<file path="config.mk">
export PLATFORM = sky130hd
export DESIGN_NAME = gpio_chg_port
export DESIGN_NICKNAME = d
export VERILOG_FILES = /design/src/rtl/gpio_port_pkg.sv /design/src/rtl/gpio_sync.sv /design/src/rtl/gpio_chg_det.sv /design/src/rtl/gpio_ext_edge.sv /design/src/rtl/gpio_chg_port.sv
export SDC_FILE = /design/constraint.sdc
export NUM_CORES = 1
export LEC_CHECK = 0
export CORE_AREA = 2 2 61 120
export DETAILED_ROUTE_END_ITERATION = 8
export DIE_AREA = 0 0 63 122
export SYNTH_ARGS = -nofsm -noshare
export SYNTH_HDL_FRONTEND = slang
export SYNTH_SLANG_ARGS = --single-unit
</file>
<file path="constraint.sdc">
create_clock -name clk -period 2 [get_ports clk]
set_clock_uncertainty 0.15 [all_clocks]
set_input_delay 0.5 -clock clk [delete_from_list [all_inputs] [get_ports clk]]
set_output_delay 0.5 -clock clk [all_outputs]
set_load 0.05 [all_outputs]
</file>
<file path="src/rtl/gpio_port_pkg.sv">
package gpio_port_pkg;

   typedef enum logic [1:0] {
      REG_PORT = 2'd0,
      REG_DIR  = 2'd1,
      REG_CFG  = 2'd2,
      REG_FLAG = 2'd3
   } reg_sel_e;

   localparam int CFG_PULL_N_BIT = 0;
   localparam int CFG_RISE_BIT   = 1;
   localparam int FLAG_CHG_BIT   = 0;
   localparam int FLAG_EXT_BIT   = 1;

endpackage

</file>
<file path="src/rtl/gpio_sync.sv">
module gpio_sync #(
   parameter int WIDTH  = 8,
   parameter int STAGES = 2
) (
   input  logic             clk,
   input  logic             rst_n,
   input  logic [WIDTH-1:0] din,
   output logic [WIDTH-1:0] dout
);

   logic [STAGES-1:0][WIDTH-1:0] stg_q;

   always_ff @(posedge clk or negedge rst_n) begin
      if (!rst_n) stg_q[0] <= '0;
      else        stg_q[0] <= din;
   end

   for (genvar k = 1; k < STAGES; k++) begin : g_stage
      always_ff @(posedge clk or negedge rst_n) begin
         if (!rst_n) stg_q[k] <= '0;
         else        stg_q[k] <= stg_q[k-1];
      end
   end

   assign dout = stg_q[STAGES-1];

endmodule

</file>
<file path="src/rtl/gpio_chg_det.sv">
module gpio_chg_det #(
   parameter int WIDTH  = 8,
   parameter int CHG_LO = 4
) (
   input  logic             clk,
   input  logic             rst_n,
   input  logic [WIDTH-1:0] pins_s,
   input  logic [WIDTH-1:0] dir,
   input  logic             access,
   input  logic             clr,
   output logic             hit,
   output logic             flag
);

   localparam int NCHG = WIDTH - CHG_LO;

   logic [NCHG-1:0] snap_q;
   logic [NCHG-1:0] diff;

   for (genvar i = 0; i < NCHG; i++) begin : g_cmp
      assign diff[i] = dir[CHG_LO+i] & (pins_s[CHG_LO+i] ^ snap_q[i]);
   end

   assign hit = |diff;

   always_ff @(posedge clk or negedge rst_n) begin
      if (!rst_n)      snap_q <= '0;
      else if (access) snap_q <= pins_s[WIDTH-1:CHG_LO];
   end

   always_ff @(posedge clk or negedge rst_n) begin
      if (!rst_n)   flag <= 1'b0;
      else if (hit) flag <= 1'b1;
      else if (clr) flag <= 1'b0;
   end

endmodule

</file>
<file path="src/rtl/gpio_ext_edge.sv">
module gpio_ext_edge (
   input  logic clk,
   input  logic rst_n,
   input  logic pin_s,
   input  logic rise_sel,
   input  logic clr,
   output logic edge_hit,
   output logic flag
);

   logic prev_q;

   always_ff @(posedge clk or negedge rst_n) begin
      if (!rst_n) prev_q <= 1'b0;
      else        prev_q <= pin_s;
   end

   assign edge_hit = rise_sel ? (pin_s & ~prev_q) : (~pin_s & prev_q);

   always_ff @(posedge clk or negedge rst_n) begin
      if (!rst_n)        flag <= 1'b0;
      else if (edge_hit) flag <= 1'b1;
      else if (clr)      flag <= 1'b0;
   end

endmodule

</file>
<file path="src/rtl/gpio_chg_port.sv">
module gpio_chg_port
   import gpio_port_pkg::*;
#(
   parameter int WIDTH       = 8,
   parameter int CHG_LO      = 4,
   parameter int EXT_PIN     = 0,
   parameter int SYNC_STAGES = 2
) (
   input  logic             clk,
   input  logic             rst_n,
   input  logic [1:0]       reg_addr,
   input  logic             reg_wr,
   input  logic             reg_rd,
   input  logic [WIDTH-1:0] reg_wdata,
   output logic [WIDTH-1:0] reg_rdata,
   input  logic [WIDTH-1:0] pad_in,
   output logic [WIDTH-1:0] pad_out,
   output logic [WIDTH-1:0] pad_oe,
   output logic [WIDTH-1:0] pad_pu,
   output logic             chg_irq,
   output logic             ext_irq,
   output logic             wake_req
);

   if (WIDTH < 2 || CHG_LO < 1 || CHG_LO >= WIDTH ||
       EXT_PIN < 0 || EXT_PIN >= CHG_LO || SYNC_STAGES < 2) begin : g_bad_cfg
      $error("gpio_chg_port: illegal parameter set");
   end

   reg_sel_e         sel;
   logic [WIDTH-1:0] latch_q;
   logic [WIDTH-1:0] dir_q;
   logic             pull_n_q;
   logic             rise_q;
   logic [WIDTH-1:0] pins_s;
   logic             port_access;
   logic             wr_flag;
   logic             chg_clr;
   logic             ext_clr;
   logic             chg_hit;
   logic             ext_hit;

   assign sel         = reg_sel_e'(reg_addr);
   assign port_access = (reg_wr | reg_rd) && (sel == REG_PORT);
   assign wr_flag     = reg_wr && (sel == REG_FLAG);
   assign chg_clr     = wr_flag && !reg_wdata[FLAG_CHG_BIT];
   assign ext_clr     = wr_flag && !reg_wdata[FLAG_EXT_BIT];

   always_ff @(posedge clk or negedge rst_n) begin
      if (!rst_n) begin
         latch_q  <= '0;
         dir_q    <= '1;
         pull_n_q <= 1'b1;
         rise_q   <= 1'b1;
      end else if (reg_wr) begin
         unique case (sel)
            REG_PORT: latch_q <= reg_wdata;
            REG_DIR:  dir_q   <= reg_wdata;
            REG_CFG: begin
               pull_n_q <= reg_wdata[CFG_PULL_N_BIT];
               rise_q   <= reg_wdata[CFG_RISE_BIT];
            end
            default: ;
         endcase
      end
   end

   gpio_sync #(.WIDTH(WIDTH), .STAGES(SYNC_STAGES)) u_sync (
      .clk  (clk),
      .rst_n(rst_n),
      .din  (pad_in),
      .dout (pins_s)
   );

   gpio_chg_det #(.WIDTH(WIDTH), .CHG_LO(CHG_LO)) u_chg (
      .clk   (clk),
      .rst_n (rst_n),
      .pins_s(pins_s),
      .dir   (dir_q),
      .access(port_access),
      .clr   (chg_clr),
      .hit   (chg_hit),
      .flag  (chg_irq)
   );

   gpio_ext_edge u_ext (
      .clk     (clk),
      .rst_n   (rst_n),
      .pin_s   (pins_s[EXT_PIN]),
      .rise_sel(rise_q),
      .clr     (ext_clr),
      .edge_hit(ext_hit),
      .flag    (ext_irq)
   );

   for (genvar i = 0; i < WIDTH; i++) begin : g_pad
      assign pad_oe[i]  = ~dir_q[i];
      assign pad_out[i] = latch_q[i];
      assign pad_pu[i]  = ~pull_n_q & dir_q[i];
   end

   assign wake_req = chg_irq;

   always_comb begin
      reg_rdata = '0;
      unique case (sel)
         REG_PORT: reg_rdata = pins_s;
         REG_DIR:  reg_rdata = dir_q;
         REG_CFG: begin
            reg_rdata[CFG_PULL_N_BIT] = pull_n_q;
            reg_rdata[CFG_RISE_BIT]   = rise_q;
         end
         REG_FLAG: begin
            reg_rdata[FLAG_CHG_BIT] = chg_irq;
            reg_rdata[FLAG_EXT_BIT] = ext_irq;
         end
         default: ;
      endcase
   end

endmodule

</file>
==> reports/results.ini, run 1 <==
[sta]
finalHoldViolations=0
timing.final.ws_setup_ns=0.0188
whs_ns=0.0214
setup_viol=0
drv_slew=0
rsz0062_at_grt=true
tightest_slew_ns=0.458
period_share_pct=99.1
relSlewSlack_pct=69.4
period_minus_slack_ns=1.98
max_freq_mhz=505

[floorplanning]
fp.dieArea_um2=7690
num_rows=43
core-area_um2=6830
die_h_um=122
fp.dieW_um=63
ios=57
initial_core_util_pct=24.2

[synthesis]
syn-num-nets=138
syn_avg_cell_area_um2=14.2
ys_warn_count=0
synth.cell_area_um2=1650
synthDistinctLibCells=21
synth-seq-area-share_pct=62.9
ys_ff_latch=41
syn_inst=116

[clock_network]
clk_path_buf_depth=2
htreeDepth=2
numCtsBuffers=5
cts_tree=built
clk_latency_ns=0.28
cts_hold_buf=0
clk_pin_slew_worst_paths_ns=0.05
cts.sinks=41
root_buffer=clkbuf_16

[finish]
register_area_um2=1040
fill_cells=684
area_growth_pct=62.3
multiInputGateArea_um2=593
fin_area_um2=2680
layout-drive-gt1-share_pct=58.8
fin_nets=215
insertedDiodeCount=0
fin_cells=284

[route]
drt_first_pass_iters=3
finalWirelength_um=3640
route.detailed.drc=0
ant_nets=0
wire_per_inst_um=12.8
drt_iter0_markers=15
via_per_inst=4.02
vias=1143

[critical_path]
required_ns=1.35
arrival_ns=1.33
crit_chain=mux4_2 -> buf_8
max_stage_delay_ns=0.50
cp-end-kind=output pin
worstSetupStartpointType=register
path_max_fanout=3
slowest_stage=mux4_2
worstSetupPathType=reg -> out

[pwr]
power_mw=2.89
p_int_mw=1.90
sw_frac_of_total_pct=34.4
power_density_nw_per_um2=1080
clkPwrFrac_pct=27.1
p_comb_share_pct=36.9
p_leak_nw=1.19
pwr-share-seq_pct=36.0
ir_drop_mv=0.753
switching_power_mw=0.993

[global_route]
met3_usage_pct=3.05
grt_max_degree=23
grt_use_met2_pct=17.6
gr-usage-met1_pct=11.7
grt_usage_pct=10.2
grt-ovfl-total=0
grt_pass1_vias=1261
globalRoute.busiestLayer=met2
grt_pass1_wl_um=6020
antenna_found_initial=0

[placement]
placed_area_um2=2480
dp_hpwl_um=2870
gp_congestion=0.770
dp_cells=270
dpl_worst_slack_ns=-0.417
io_buffers=56

[status]
status=finished, final reports clean

[flow_run]
cap_violations=0

[hold_path]
holdCritPathClass=in -> async

worst paths after layout:
path                                  from         endpoint  slack, ns  depth (start not counted)
min                                  rst_n  u_sync.stg_q[1]       0.02                          1
max reg2reg                 u_sync.dout[5]       u_chg.flag       0.83                          3
min reg2reg                u_sync.stg_q[0]   u_sync.dout[0]       0.20                          0
min in group clk           u_sync.stg_q[0]   u_sync.dout[0]       0.20                          0
max                             u_chg.flag     reg_rdata[0]       0.02                          2
max in group asynchronous            rst_n         dir_q[7]       1.13                          2
critical path: cells and delay by family, from the launching register on:
family	cells	cell delay [ns]
buffers and inverters	1	0.17
flip-flops	1	0.39
multiplexers	1	0.50
state kept, by name, summed over array words and instances (netlist names):
name and cells:
u_ext.flag 1, pad_out 8, pull_n_q 1, u_ext.prev_q 1, u_chg.flag 1, rise_q 1
u_chg.snap_q 4, dir_q 8, u_sync.dout 8, u_sync.stg_q 8
Yosys cell counts (all sizes together):
library cell  instances  area, µm²
buf                   3       23.8
nand3b                2       27.5
mux2i                 6       60.1
a22oi                 2       15.0
o211ai                1       7.51
nor3                  1       10.0
nand2                 2       7.51
inv                   8       30.0
dfrtp                31        776
clkbuf                1       3.75
mux2                 22        248
o21ai                 2       10.0
mux4                  2       45.0
nand3                 2       10.0
nor3b                 1       18.8
xor2                  4       35.0
dfstp                10        263
nor2                 16       60.1
kinds of logic after synthesis:
kind of cell | count (synthesis) | share of synthesized area, %
flops | 41 | 62.9
mux | 30 | 21.4
xor+xnor | 4 | 2.12
compound gates | 5 | 1.97
simple gates | 24 | 8.11
buf+inv | 12 | 3.49
metal layers:
metal  routed length (µm)  vias to the layer above
met3                  277                        3
met5                    0                        -
met2                 1900                       53
met4                   44                        0
met1                 1420                      545
li1                     -                      542
layout make-up:
class,instances,share of cell area (%)
sequential,41,38.8
timing repair buffer,74,28.3
multi-input combinational,63,22.1
clock buffer,8,5.46
tap,90,4.20
inverter,8,1.12
repair_timing:
item                       4_1_cts  5_1_grt
hold endpoints to repair         0        0
gates resized for setup          9        3
setup buffers                    1        5
setup endpoints to repair       17        9
through the flow:
stage                     util [%]  setup TNS, ns
after global placement        36.3          -9.39
after detailed placement      36.3          -9.61
final                         39.2              0
after global routing          39.2        -0.0324
after CTS                     38.6        -0.0251
after floorplan                  -        -0.0320
power by group through the flow:
stage	Combinational [mW]	Clock, mW	Sequential [mW]
2_1_floorplan	0.521	0	1.15
3_3_place_gp	1.03	0	1.06
3_5_place_dp	1.04	0	1.06
4_1_cts	1.05	0.802	1.05
5_1_grt	1.12	0.840	1.06
6_report	1.07	0.782	1.04
cell usage in the layout, fill, tap and decap left out, types with 4 or more instances in the layout:
cell and instances:
buf_12 12, nor2_2 14, xor2_1 4, dfrtp_1 31, clkbuf_16 5, inv_1 8, buf_4 38, mux2i_1 5
mux2_2 22, dfstp_2 10, clkdlybuf4s50_1 18
Note: power is estimated with default switching activity, not from simulation.
==> run 2: changes to the inputs <==
GPL_TIMING_DRIVEN = 1   (was unset)
clock period = 2.28 ns   (was 2 ns; I/O delays follow)
==> reports/results.ini, run 2 (synthesis results as in run 1) <==
[status]
status=finished, final reports clean

[route]
wire_per_inst_um=13.2
route.detailed.drc=0
drt_first_pass_iters=2
vias=1138
via_per_inst=4.12
finalWirelength_um=3640
ant_nets=0
drt_iter0_markers=19

[floorplanning]
fp.dieW_um=63
die_h_um=122
initial_core_util_pct=24.2
num_rows=43
core-area_um2=6830
fp.dieArea_um2=7690
ios=57

[finish]
area_growth_pct=59.8
final_cell_mix=dfrtp_1 (31), clkdlybuf4s50_1 (29), mux2_2 (22)
insertedDiodeCount=0
layout-drive-gt1-share_pct=39.2
final_common_cell=dfrtp_1
fin_area_um2=2640
fin_util_pct=38.6
fin_cells=276
fin_nets=207

[pwr]
pwr-share-seq_pct=37.4
sw_frac_of_total_pct=34.6
power_mw=2.47
switching_power_mw=0.854
p_comb_share_pct=36.3
p_int_mw=1.62
p_leak_nw=1.15
ir_drop_mv=0.544
power_density_nw_per_um2=936
clkPwrFrac_pct=26.4

[critical_path]
required_ns=1.56
arrival_ns=1.51
worstSetupPathType=in -> out
crit_chain=clkdlybuf4s15_2 -> mux4_2 -> buf_4
max_stage_delay_ns=0.50
cp_top_family=multiplexers
worstSetupStartpointType=primary input
path_max_fanout=4
cp-end-kind=output pin
slowest_stage=mux4_2
crit_buf_inv=2

[clock_network]
root_buffer=clkbuf_16
cts_tree=built
numCtsBuffers=5
clk_path_buf_depth=2
cts.sinks=41
clk_pin_slew_worst_paths_ns=0.05
htreeDepth=2
clk_latency_ns=0.28

[global_route]
grt_usage_pct=9.97
antenna_found_initial=0
grt_pass1_vias=1231
grt_pass1_wl_um=5930
grt_max_degree=42
grt-ovfl-total=0

[placement]
io_buffers=56
dp_cells=268
dp_hpwl_um=2780
placed_area_um2=2500
gp_congestion=0.727
dpl_worst_slack_ns=-0.313

[sta]
rsz0062_at_grt=false
whs_ns=0.196
setup_viol=0
period_minus_slack_ns=2.23
max_freq_mhz=448
period_share_pct=98.0
finalHoldViolations=0
fin_tns_setup_ns=0
relSlewSlack_pct=66.5
drv_slew=0
tightest_slew_ns=0.501
timing.final.ws_setup_ns=0.0457

[hold_path]
holdCritPathClass=in -> async

[flow_run]
cap_violations=0

## run 2: changes by cell type in the layout (fill, tap and decap cells not counted), sizes merged
| cell | change |
|---|---|
| buf | -28 |
| clkbuf | -2 |
| clkdlybuf4s15 | +1 |
| clkdlybuf4s50 | +11 |
| clkinv | +1 |
| dlygate4sd2 | +8 |
| dlymetal6s2s | +1 |
## run 2: path summary, 6_finish.rpt
kind	from	endpoint	slack (ns)	depth (start not counted)
min	rst_n	u_sync.dout[1]	0.20	2
min reg2reg	u_sync.stg_q[0]	u_sync.dout[0]	0.20	0
min in group clk	u_sync.stg_q[0]	u_sync.dout[0]	0.20	0
max	reg_addr[0]	reg_rdata[0]	0.05	3
max reg2reg	u_sync.dout[5]	u_chg.flag	1.11	3
max in group asynchronous	rst_n	dir_q[2]	1.41	2
## run 2: timing repair
action                                  in CTS  in global routing
pin swaps                                    0                  0
endpoints found under the setup margin      15                  1
hold buffers                                 0                  0
gates resized for setup                     13                  1
setup buffers                                0                  0
## run 2: layer usage
metal  routed length, µm  vias up  GRT usage (%)
met5                   0        -              0
met4                  46        0           3.75
met3                 323        6           3.42
met2                1700       57           15.9
met1                1580      547           12.4
li1                    -      528              -
## run 2: final cells by class
class	count	area [µm²]
clock buffers	7	133
clock inverters	1	5.00
fillers	682	4200
inverters	8	30.0
multi-input cells	63	559
flip-flops and latches	41	1040
well taps	90	113
repair buffers	66	759
## run 2: power groups by stage
stage	Clock, mW	Sequential, mW	Combinational (mW)
6_report	0.651	0.923	0.895
5_1_grt	0.698	0.939	0.935
4_1_cts	0.668	0.927	0.906
3_5_place_dp	0	0.937	0.919
3_3_place_gp	0	0.933	0.913
2_1_floorplan	0	1.01	0.437
==> run 3: changes to the inputs <==
CORE_AREA = 2 2 85 87   (was 2 2 61 120)
DIE_AREA = 0 0 87 89   (was 0 0 63 122)
==> reports/results.ini, run 3 (synthesis results as in run 1) <==
[route]
route.detailed.drc=0
drt_first_pass_iters=4
finalWirelength_um=3670
drt_iter0_markers=94
ant_nets=0
vias=1096
wire_per_inst_um=13.9
via_per_inst=4.14

[critical_path]
timing.rr.end=u_chg.flag
crit_chain=clkdlybuf4s50_1
r2r-start=u_sync.dout[7]
path_depth=1
crit_buf_inv=1
worstSetupPathType=reg -> out
critPathCapture=pad_out[3]
cp_top_family=buffers and inverters
required_ns=1.56
slowest_stage=clkdlybuf4s50_1
worstSetupStartpointType=register
path_max_fanout=2
r2r_cells=3
cp-startpoint=pad_out[3]
r2r_slack_ns=1.11
arrival_ns=1.44
max_stage_delay_ns=0.81
cp-end-kind=output pin

[sta]
tightest_slew_ns=0.506
setup_viol=0
finalHoldViolations=0
relSlewSlack_pct=66.2
rsz0062_at_grt=false
period_minus_slack_ns=2.16
drv_slew=0
max_freq_mhz=463
period_share_pct=94.7

[clock_network]
clk_latency_ns=0.28
post_cts_buffers=0
cts.sinks=41
root_buffer=clkbuf_8
clk_pin_slew_worst_paths_ns=0.07
cts_hold_buf=0
clk_path_buf_depth=2
htreeDepth=2
cts_tree=built
numCtsBuffers=5

[placement]
gp_congestion=0.712
dp_hpwl_um=2820
io_buffers=56
dp_cells=257

[pwr]
ir_drop_mv=0.361
power_density_nw_per_um2=907
power_mw=2.33
p_leak_nw=1.13

[finish]
final_common_cell=dfrtp_1
layout-drive-gt1-share_pct=41.1
fin_cells=265
final_cell_mix=dfrtp_1 (31), clkdlybuf4s50_1 (25), mux2_2 (22)
fin_nets=206
insertedDiodeCount=0
area_growth_pct=55.3

[hold_path]
holdCritPathClass=in -> async

[floorplanning]
initial_core_util_pct=24.6
core-area_um2=6720
ios=57
fp.dieW_um=87
fp.dieArea_um2=7740
die_h_um=89
num_rows=30

[global_route]
grt_pass1_vias=1145
antenna_found_initial=0
grt_max_degree=42
grt_usage_pct=10.1
grt-ovfl-total=0
grt_pass1_wl_um=5750

[flow_run]
cap_violations=0

[status]
status=finished, final reports clean

-- run 3: cell count changes in the layout (fill, tap and decap cells not counted), sizes merged --
cell | before | now
dlymetal6s2s | 1 | 0
clkdlybuf4s15 | 1 | 0
clkdlybuf4s50 | 29 | 25
buf | 27 | 31
dlygate4sd2 | 8 | 9
-- run 3: report_power, final --
part | internal, mW | switching (mW)
sequential | 0.846 | 0.0671
combinational | 0.370 | 0.540
clock | 0.273 | 0.230
total | 1.49 | 0.837
-- run 3: per-layer routing --
metal  GRT usage (%)  up-vias  wire (µm)
met5               0        -          0
met3            3.60        2        249
met4            3.84        0         21
li1                -      526          -
met2            16.0       35       1780
met1            12.9      533       1630
-- run 3: area by class of cell --
class | count | area [µm²]
Clock inverter | 1 | 5.00
Tap cell | 80 | 100
Sequential cell | 41 | 1040
Clock buffer | 7 | 96.3
Timing Repair Buffer | 65 | 739
Multi-Input combinational cell | 63 | 554
Fill cell | 628 | 4160
Inverter | 8 | 30.0
-- run 3: worst min path at each step --
stage / endpoint / slack (ns) / start / cells past startpoint
floorplan: pad_out[0] / 0.12 / rst_n / 0
global placement: u_sync.dout[0] / 0.18 / u_sync.stg_q[0] / 0
detailed placement: u_sync.dout[0] / 0.19 / u_sync.stg_q[0] / 0
CTS: u_sync.stg_q[7] / 0.20 / rst_n / 2
global route: u_sync.dout[1] / 0.21 / u_sync.stg_q[1] / 0
finish: u_sync.stg_q[7] / 0.19 / rst_n / 2
-- run 3: per-stage QoR --
| stage | cell area (µm²) | utilization, % | setup TNS, ns | worst slack [ns] | hold WS [ns] |
|---|---|---|---|---|---|
| finish | 2560 | 38.2 | 0 | 0.121 | 0.187 |
| global route | 2560 | 38.2 | 0 | 0.0579 | 0.213 |
| CTS | 2560 | 38.1 | 0 | 0.0119 | 0.198 |
| global placement | 2470 | 36.8 | -2.82 | -0.348 | 0.184 |
| detailed placement | 2470 | 36.8 | -2.78 | -0.335 | 0.186 |
| floorplan | 1650 | - | 0 | 0.0960 | 0.124 |
-- run 3: worst register-to-register path, stage by stage (launching register included) --
cell     delay, ns
dfrtp_1       0.40
xor2_1        0.17
a22oi_1       0.23
nand3_1       0.10
-- run 3: timing repair --
item | in CTS | in global routing
setup endpoints to repair | 16 | 7
resized for setup | 12 | 3
endpoints found under the hold margin | 0 | 0
